### config.mk
export PLATFORM = sky130hd
export DESIGN_NAME = ckwd_top
export DESIGN_NICKNAME = d
export VERILOG_FILES = /design/src/rtl/ckwd_pkg.sv /design/src/rtl/ckwd_layer.sv /design/src/rtl/ckwd_handler.sv /design/src/rtl/ckwd_top.sv
export SDC_FILE = /design/constraint.sdc
export NUM_CORES = 1
export LEC_CHECK = 0
export CORE_MARGIN = 5
export CORE_UTILIZATION = 50
export CTS_CLUSTER_DIAMETER = 200
export DETAILED_ROUTE_END_ITERATION = 16
export PLACE_DENSITY_LB_ADDON = 0.2
export SLEW_MARGIN = 10
export SYNTH_ARGS = -nofsm -noshare
export SYNTH_HDL_FRONTEND = slang
export SYNTH_HIERARCHICAL = 1
export SYNTH_SLANG_ARGS = --single-unit
### constraint.sdc
create_clock -name clk -period 2.7 [get_ports clk]
set_input_delay 0.27 -clock clk [delete_from_list [all_inputs] [get_ports clk]]
set_output_delay 0.27 -clock clk [all_outputs]
set_load 0.02 [all_outputs]
### src/rtl/ckwd_pkg.sv
package ckwd_pkg;
  typedef enum logic {
    EXC_TIMEOUT = 1'b0,
    EXC_ORDER   = 1'b1
  } exc_kind_e;
endpackage

### src/rtl/ckwd_layer.sv
module ckwd_layer
  import ckwd_pkg::*;
#(
  parameter int IDX_W = 4,
  parameter int TMR_W = 16
) (
  input  logic             clk,
  input  logic             rst_n,
  input  logic             clr,
  input  logic             kick,
  input  logic [IDX_W-1:0] idx,
  input  logic [TMR_W-1:0] tmo,
  input  logic [IDX_W-1:0] last,
  output logic             exc,
  output logic             exc_ord,
  output logic [IDX_W-1:0] last_good
);

  function automatic logic [TMR_W-1:0] window_len(input logic [TMR_W-1:0] t);
    return (t == '0) ? TMR_W'(1) : t;
  endfunction

  function automatic logic [IDX_W-1:0] step_idx(input logic [IDX_W-1:0] cur,
                                                input logic [IDX_W-1:0] fin);
    return (cur == fin) ? '0 : cur + IDX_W'(1);
  endfunction

  logic [TMR_W-1:0] elapsed;
  logic [IDX_W-1:0] expd;
  logic [IDX_W-1:0] good_q;
  logic             frozen;
  logic             exc_q;
  exc_kind_e        kind_q;

  // named events
  logic kick_ok, tmo_hit, ord_bad;
  assign kick_ok = !frozen && kick && (idx == expd);
  assign tmo_hit = !frozen && !kick_ok && (elapsed >= window_len(tmo) - TMR_W'(1));
  assign ord_bad = !frozen && kick && !kick_ok && !tmo_hit;

  always_ff @(posedge clk or negedge rst_n) begin
    if (!rst_n) begin
      elapsed <= '0;
      expd    <= '0;
      good_q  <= '0;
      frozen  <= 1'b0;
      exc_q   <= 1'b0;
      kind_q  <= EXC_TIMEOUT;
    end else if (clr) begin
      elapsed <= '0;
      expd    <= '0;
      good_q  <= '0;
      frozen  <= 1'b0;
      exc_q   <= 1'b0;
      kind_q  <= EXC_TIMEOUT;
    end else begin
      exc_q  <= tmo_hit || ord_bad;
      kind_q <= ord_bad ? EXC_ORDER : EXC_TIMEOUT;
      if (kick_ok) begin
        elapsed <= '0;
        expd    <= step_idx(idx, last);
        good_q  <= idx;
      end else if (tmo_hit) begin
        frozen <= 1'b1;
      end else if (!frozen) begin
        elapsed <= elapsed + TMR_W'(1);
      end
    end
  end

  assign exc       = exc_q;
  assign exc_ord   = exc_q && (kind_q == EXC_ORDER);
  assign last_good = good_q;

  // a timeout is reported once, the stall then stays silent
  assert_single_stall_R4: assert property (@(posedge clk) disable iff (!rst_n)
    (exc_q && kind_q == EXC_TIMEOUT) |=> !exc_q);

  // a layer frozen across a whole cycle raises nothing
  assert_frozen_quiet_R4: assert property (@(posedge clk) disable iff (!rst_n)
    (frozen && $past(frozen)) |-> !exc_q);

  // an order exception always follows a kick
  assert_order_needs_kick_R3: assert property (@(posedge clk) disable iff (!rst_n)
    (exc_q && kind_q == EXC_ORDER) |-> $past(kick));

endmodule

### src/rtl/ckwd_handler.sv
module ckwd_handler #(
  parameter int NL    = 2,
  parameter int IDX_W = 4,
  parameter int DEPTH = 4
) (
  input  logic                       clk,
  input  logic                       rst_n,
  input  logic [NL-1:0]              exc,
  input  logic [NL-1:0]              exc_ord,
  input  logic [NL*IDX_W-1:0]        good,
  input  logic [$clog2(DEPTH+1)-1:0] thresh,
  input  logic                       rec_ack,
  output logic                       clr,
  output logic                       rec_req,
  output logic                       rec_full,
  output logic                       fault_valid,
  output logic [NL-1:0]              fault_layer,
  output logic [IDX_W-1:0]           fault_idx,
  output logic                       fault_order
);

  localparam int CW = $clog2(DEPTH + 1);
  localparam int PW = $clog2(DEPTH);
  localparam int LW = $clog2(NL);

  function automatic logic [CW-1:0] eff_thresh(input logic [CW-1:0] t);
    if (t == '0)            return CW'(1);
    else if (t > CW'(DEPTH)) return CW'(DEPTH);
    else                     return t;
  endfunction

  logic [LW-1:0]    r_lay  [DEPTH];
  logic             r_ord  [DEPTH];
  logic [IDX_W-1:0] r_good [DEPTH];
  logic [CW-1:0]    cnt;

  logic [LW-1:0]    n_lay  [DEPTH];
  logic             n_ord  [DEPTH];
  logic [IDX_W-1:0] n_good [DEPTH];
  logic [CW-1:0]    n_cnt;

  assign clr = rec_ack && rec_req;

  // append this cycle's exceptions, lowest layer first, while room remains
  always_comb begin
    n_lay  = r_lay;
    n_ord  = r_ord;
    n_good = r_good;
    n_cnt  = cnt;
    for (int l = 0; l < NL; l++) begin
      if (exc[l] && n_cnt < CW'(DEPTH)) begin
        n_lay[PW'(n_cnt)]  = LW'(l);
        n_ord[PW'(n_cnt)]  = exc_ord[l];
        n_good[PW'(n_cnt)] = good[l*IDX_W +: IDX_W];
        n_cnt              = n_cnt + CW'(1);
      end
    end
  end

  always_ff @(posedge clk or negedge rst_n) begin
    if (!rst_n) begin
      cnt <= '0;
      for (int d = 0; d < DEPTH; d++) begin
        r_lay[d]  <= '0;
        r_ord[d]  <= 1'b0;
        r_good[d] <= '0;
      end
    end else if (clr) begin
      cnt <= '0;
    end else begin
      cnt    <= n_cnt;
      r_lay  <= n_lay;
      r_ord  <= n_ord;
      r_good <= n_good;
    end
  end

  assign rec_req     = (cnt != '0);
  assign rec_full    = (cnt >= eff_thresh(thresh));
  assign fault_valid = rec_full;
  assign fault_layer = fault_valid ? (NL'(1) << r_lay[0]) : '0;
  assign fault_idx   = fault_valid ? r_good[0] : '0;
  assign fault_order = fault_valid && r_ord[0];

  // a full-reset request is always a request
  assert_full_is_request_R8: assert property (@(posedge clk) disable iff (!rst_n)
    rec_full |-> rec_req);

  // an accepted acknowledge empties the history
  assert_ack_clears_R10: assert property (@(posedge clk) disable iff (!rst_n)
    (rec_ack && rec_req) |=> (!rec_req && !fault_valid));

  // the located layer is a single one
  assert_fault_onehot_R9: assert property (@(posedge clk) disable iff (!rst_n)
    fault_valid |-> ($countones(fault_layer) == 1));

  // an exception makes the request visible next cycle unless cleared
  assert_exc_requests_R7: assert property (@(posedge clk) disable iff (!rst_n)
    ((exc != '0) && !clr) |=> rec_req);

endmodule

### src/rtl/ckwd_top.sv
module ckwd_top #(
  parameter int NL    = 2,
  parameter int IDX_W = 4,
  parameter int TMR_W = 16,
  parameter int DEPTH = 4
) (
  input  logic                       clk,
  input  logic                       rst_n,
  input  logic [NL-1:0]              kick,
  input  logic [NL*IDX_W-1:0]        idx,
  input  logic [NL*TMR_W-1:0]        tmo,
  input  logic [NL*IDX_W-1:0]        last_idx,
  input  logic [$clog2(DEPTH+1)-1:0] exc_thresh,
  input  logic                       rec_ack,
  output logic [NL-1:0]              exc_pulse,
  output logic [NL-1:0]              exc_order,
  output logic                       rec_req,
  output logic                       rec_full,
  output logic                       fault_valid,
  output logic [NL-1:0]              fault_layer,
  output logic [IDX_W-1:0]           fault_idx,
  output logic                       fault_order
);

  logic                clr_all;
  logic [NL*IDX_W-1:0] good_flat;

  for (genvar g = 0; g < NL; g++) begin : g_layer
    ckwd_layer #(
      .IDX_W (IDX_W),
      .TMR_W (TMR_W)
    ) u_layer (
      .clk       (clk),
      .rst_n     (rst_n),
      .clr       (clr_all),
      .kick      (kick[g]),
      .idx       (idx[g*IDX_W +: IDX_W]),
      .tmo       (tmo[g*TMR_W +: TMR_W]),
      .last      (last_idx[g*IDX_W +: IDX_W]),
      .exc       (exc_pulse[g]),
      .exc_ord   (exc_order[g]),
      .last_good (good_flat[g*IDX_W +: IDX_W])
    );
  end

  ckwd_handler #(
    .NL    (NL),
    .IDX_W (IDX_W),
    .DEPTH (DEPTH)
  ) u_handler (
    .clk         (clk),
    .rst_n       (rst_n),
    .exc         (exc_pulse),
    .exc_ord     (exc_order),
    .good        (good_flat),
    .thresh      (exc_thresh),
    .rec_ack     (rec_ack),
    .clr         (clr_all),
    .rec_req     (rec_req),
    .rec_full    (rec_full),
    .fault_valid (fault_valid),
    .fault_layer (fault_layer),
    .fault_idx   (fault_idx),
    .fault_order (fault_order)
  );

  // nothing is reported from reset until an exception has been seen
  assert_quiet_until_exc_R11: assert property (@(posedge clk) disable iff (!rst_n)
    (!rec_req && exc_pulse == '0) |=> !fault_valid);

endmodule

# Yosys cells after proc, flatten, opt, wreduce, memory -nomap -nowiden
# Cells that the tools add are included.
op_classes:
  n_addsub: 8
  n_mul: 0
  div_mod_pow: 0
  order_cmp: 10
  n_eq_ne: 10
  n_shift: 1
  mux: 57
  n_bitwise: 5
  reduce_logical: 40
ops:
  columns: ["op", "count"]
  rows:
  - ["16-bit 2-to-1 mux", 12]
  - ["4-bit 2-to-1 mux", 17]
  - ["16-bit by 1-bit adder with 16-bit output, second input constant", 2]
  - ["16-bit bitwise mux", 2]
  - ["16-bit greater-or-equal comparator", 2]
  - ["16-bit logical NOT", 2]
  - ["16-bit by 1-bit subtractor with 16-bit output, second input constant", 2]
  - ["1-bit logical AND", 20]
  - ["4-bit demux with 2-bit select", 2]
  - ["4-bit == test", 4]
  - ["3-bit 2-to-1 mux", 5]
  - ["1-bit 2-to-1 mux", 14]
  - ["4-bit by 1-bit adder with 4-bit output, second input constant", 2]
  - ["4-bit bitwise mux", 2]
  - ["2-bit AND reduction", 4]
  - ["2-bit nonzero test", 4]
  - ["3-bit by 1-bit adder with 3-bit output, second input constant", 2]
  - ["3-bit greater-or-equal comparator, second input constant", 2]
  - ["1-bit logical NOT", 6]
  - ["3-bit by 1-bit less-than comparator with 1-bit output, second input constant", 2]
  - ["3-bit less-than comparator, second input constant", 2]
  - ["3-bit by 2-bit != test with 1-bit output, second input constant", 2]
  - ["3-bit != test, second input constant", 2]
  - ["2-bit NOT with 3-bit output", 2]
  - ["other kinds (12)", 15]
totals:
  regBits: 81
  latchBits: 0
  ramBits: 0
  romBits: 0
  in_bits: 56
  wordCells: 156
  mem_count: 0

# Depth between registers and ports, before layout
depth:
  depth_word: 10
  mapped_depth: 20
  mapped_depth_nobuf: 18

# Hierarchy
# Netlist, hierarchy kept.
by_module_without_submodules:
  columns: ["module", "instances", "cells_each", "area_per_inst_um2"]
  rows:
  - ["ckwd_layer (g_layer[1].u_layer)", 1, 251, 2192.1]
  - ["ckwd_layer (g_layer[0].u_layer)", 1, 243, 2138.3]
  - ["ckwd_handler", 1, 74, 649.4]

# Least setup slack after synthesis
# OpenSTA, ideal clock, no wires.
synth_timing:
  kind: "input port to flip-flop"
  from: "input port tmo[8]"
  to: "register g_layer[0].u_layer.elapsed[6]"
  setup_ns: 0.133
  arrival_ns: 3.697
  required_time_ns: 2.567
  setup_slack_ns: -1.130
  path_stages: 19
  n_path_buf: 2
  cell_sequence: "or4_4 or3_4 nor2_1 nand2_1 nor2_1 nor2_1 ha_1 nand2_1 or3_1 xor2_1 ha_1 nand4_1 nor2_1 or4b_4 and3_1 buf_6 buf_2 a32oi_1 nand2_1"
synth_between:
  elab_chain_cells: 7
synth_rtl:
  columns: ["item", "line", "text"]
  rows:
  - ["start, declared", "ckwd_top.sv:11", "input logic [NL*TMR_W-1:0] tmo,"]
  - ["16-bit logical NOT", "ckwd_layer.sv:20", "return (t == '0) ? TMR_W'(1) : t;"]
  - ["16-bit 2-to-1 mux (*)", "ckwd_layer.sv:20", null]
  - ["16-bit by 1-bit subtractor with 16-bit output (*)", "ckwd_layer.sv:38", "assign tmo_hit = !frozen && !kick_ok && (elapsed >= window_len(tmo) - TMR_W'(1));"]
  - ["16-bit greater-or-equal comparator (*)", "ckwd_layer.sv:38", null]
  - ["1-bit logical AND (*)", "ckwd_layer.sv:38", null]
  - ["3-bit by 2-bit != test with 1-bit output (no line) (*)", null, null]
  - ["2-bit AND reduction (no line) (*)", null, null]
  - ["end signal, assigned", "ckwd_layer.sv:66", "elapsed <= elapsed + TMR_W'(1);"]
  - ["end, declared", "ckwd_layer.sv:28", "logic [TMR_W-1:0] elapsed;"]
# Every way passes the cells marked *; elsewhere a longest branch is shown, timed or not.
# A chain may end at the register's enable or synchronous reset.

# Final worst setup path
layout_timing:
  from: "input port tmo[10]"
  to: "register g_layer[0].u_layer.elapsed[6]"
# The elaborated chain is that of the path after synthesis.

==> summary.txt <==
Place
  – Placed Area: around 0.0064 sq mm
  – GPL Wtd Cong: between 0.8 and 0.9
  – Hpwl dp: 10100 microns
  – PortBufs: between 60 and 70
  – # placed instances: ~830

Floorplan
  – # rows: 36
  – Area of the core: 0.00973 sq mm
  – Starting density of the core: 0.512
  – Die X: roughly 110 microns
  – Die H: ~110 microns
  – Die area: around 0.012 sq mm
  – I/O pin cnt: 70

Detailed routing
  – Iteration-0 DRC Markers: 365
  – DR pass1 iterations: 5
  – Drt drc: 0
  – Wirelength, routed: 14700 microns
  – Antenna-violating nets left: 0
  – Vias: around 5300
  – Vias/cell: between 6 and 7
  – WL per Instance: about 17 microns

STA
  – Worst Tran Pin Value: 825 ps
  – Unrepaired setup endpoints after global routing: yes
  – Worst setup margin: -980 ps
  – Max-slew violations: 0
  – Crit path time final: between 3000 and 4000 ps
  – Final worst-path cycle share: 1.36
  – Hold Fails Final Rpt: 0
  – Final hold slack: 84.1 ps
  – Fin Clk Skew: ~11 ps
  – Peak Freq: between 200 and 300 MHz
  – Final setup fails: 38
  – Worst slew margin: 0.448

Logic synthesis
  – Leading post-synthesis cells by cell area: dfrtp_1 32%, ha_1 11%, nand2_1 4.2%
  – Mean Syn Cell Area: 8.77 sq um
  – Leading area contributor after synthesis: dfrtp_1
  – Syn Nets: between 600 and 700
  – Register area share after synthesis: 0.317
  – Prevailing post-synth register cell: dfrtp_1
  – Synth cell types: between 70 and 80
  – Synthesized area: 0.00498 sq mm
  – Post-synth ARST share: 1.00
  – Synth Register Bits: 63
  – Synth Instances: about 570
  – Post-synth EDFFs: 0
  – Ys Warns: 6
  – Proportion of netlist area held by the largest area contributor: 0.317

Critical path
  – Worst Path Max Fanout: 5
  – Kind of critical path: primary input to flop
  – Slowest cell on crit path: or4_4
  – Crit-path cells: buf_6, or4_4, or3_4, nor2_4, nand2_2, nor2_4, nor2_4, ha_4, nand2_4, or3_4, xor2_1, ha_1, nand4_1, buf_4, nor2_2, a311oi_2, buf_4, nand3_4, buf_2, o311ai_2, nand2_1
  – CP bufs+invs: 4
  – Crit end category: flop
  – Worst path max stage delay: ~530 ps
  – Most used cell, CP: nor2_4
  – Critical Path RT: 2920 ps
  – Delay-heaviest family, CP: simple AND/OR/NAND/NOR gates
  – WP data arrival: around 3900 ps
  – Startpoint Class: primary input

Clocking
  – CTS clk-pin slew, worst paths: about 70 ps
  – H-tree levels: 3
  – Root buf cell: clkbuf_8
  – Clock sinks: 63
  – CTS max path bufs: 2
  – CTS tree: built
  – Clock latency on the worst-skew pair: approximately 340 ps
  – Clock buffer count from CTS: 9

Finish
  – Commonest cells after routing, fill and taps aside: 92 x buf_4, 63 x dfrtp_1, 52 x nand2_1
  – Diodes inserted: 0
  – Non-Filler Instances: 878
  – Design Area, Final: around 0.0073 sq mm
  – Commonest non-fill, non-tap cell in the layout: buf_4
  – Nets: about 840
  – Area grow syn2layout: 46.0%
  – Core Util, Final: 0.747
  – Layout cells sized above 1: 0.289

GRT
  – GRT overflow: 0
  – Gr usage total: 0.234
  – First-pass GRT wire length: about 23000 microns
  – Initial antenna violation count: 0
  – Largest net degree at the start of global routing: 64
  – Number of global-route vias before repair: around 5000

Pwr
  – Tot Pwr: a little under 4 mW
  – Worst VDD drop: ~440 uV
  – Power Density: roughly 530 mW/mm^2
  – Leak: about 3.3 nW

Outcome
  – Status: complete, but fails checks
  – Violated checks: setup timing

Min path
  – Type of the most critical hold path: primary input to asynchronous set/reset pin

Run
  – Max-Cap Viols: 0
report_power, final:
group	internal (mW)	switching (mW)	total (mW)	leakage, nW
Combinational	0.806	0.941	1.75	2.38
Clock	0.452	0.371	0.822	0.103
Sequential	1.11	0.171	1.28	0.849
worst reg2reg max path: stages, from the launching register on:
cell	delay [ps]
dfrtp_1	390
inv_1	60
ha_1	280
nand2b_1	130
a2111o_1	450
a31oi_4	250
buf_6	180
nand2_4	80
or4_4	430
a31oi_4	190
layer usage:
layer / part of all wire / track usage / wire length (microns)
met1: 0.40 / 0.285 / 5890
met2: 0.52 / 0.423 / 7680
met3: 0.056 / 0.0399 / 831
met4: 0.022 / 0.0641 / 321
met5: 0 / 0 / 0
stage by stage:
stage          TNS, ps  worst slack (ps)
6_report        -32960              -980
5_1_grt         -37780             -1120
4_1_cts         -29220              -892
3_5_place_dp    -55080             -1610
3_3_place_gp    -51870             -1490
2_1_floorplan   -31940             -1030
area by class of cell:
class                   instances  area, sq um
multi-input cells             462         3670
fillers                       719         2460
flip-flops and latches         63         1580
repair buffers                176         1550
well taps                     133          166
clock buffers                  11          141
inverters                      28          105
clock inverters                 5         57.6
cell usage after synthesis (3+ instances only):
library cell	count
nand3_1	19
nor3_1	20
dfrtp_1	63
mux2i_1	9
nor2_1	48
ha_1	45
a21oi_1	29
o21bai_1	3
a32oi_1	5
a31oi_1	14
nand4_1	16
or4_1	13
inv_1	27
nand2b_1	5
xnor2_1	23
nor2b_1	3
and2_1	11
o21ai_1	4
or3_1	5
o211ai_1	12
a21o_1	6
and4_1	5
and3_1	8
o22ai_1	5
o21ai_0	13
a211o_1	4
buf_2	3
xor2_1	21
nor4_1	8
a211oi_1	3
o311ai_0	4
clkbuf_1	13
nand2_1	56
sequential cells by signal, indices dropped and copies added (netlist names), 2 cells and up:
register / cells
g_layer.u_layer/kind_q: 2
g_layer.u_layer/last_good: 8
u_handler/cnt: 3
u_handler/r_good: 4
g_layer.u_layer/elapsed: 32
g_layer.u_layer/exc: 2
g_layer.u_layer/expd: 8
g_layer.u_layer/frozen: 2
path summary, 6_finish.rpt:
path	startpoint	to	slack, ps	depth (start not counted)
worst min-delay path	rst_n	g_layer[0].u_layer/expd[2]	80	2
max in group asynchronous	rst_n	u_handler/cnt[2]	2090	2
worst max register to register	g_layer[1].u_layer/elapsed[0]	g_layer[1].u_layer/elapsed[3]	170	9
worst max-delay path	tmo[10]	g_layer[0].u_layer/elapsed[6]	-980	21
worst min register to register	g_layer[0].u_layer/expd[0]	g_layer[0].u_layer/expd[0]	510	2
min in group clk	g_layer[0].u_layer/expd[0]	g_layer[0].u_layer/expd[0]	510	2
timing repair:
action	CTS	global route
cloned	4	1
setup buffers	16	14
hold buffers	0	0
gates resized for setup	82	51
endpoints found under the setup margin	45	38
pin swaps	44	61
cells by family (layout without fill, tap and decap cells):
kind of cell,count (synthesis),after routing,share of synthesized area
adder cells (fa/ha/maj),45,45,0.113
XOR/XNOR,45,45,0.0807
AND/OR/NAND/NOR,233,237,0.249
flip-flops,63,63,0.317
AO/OA/AOI/OAI,125,125,0.180
multiplexers,10,10,0.0204
buffers and inverters,47,220,0.0399
Power figures use the tool's default switching activity.
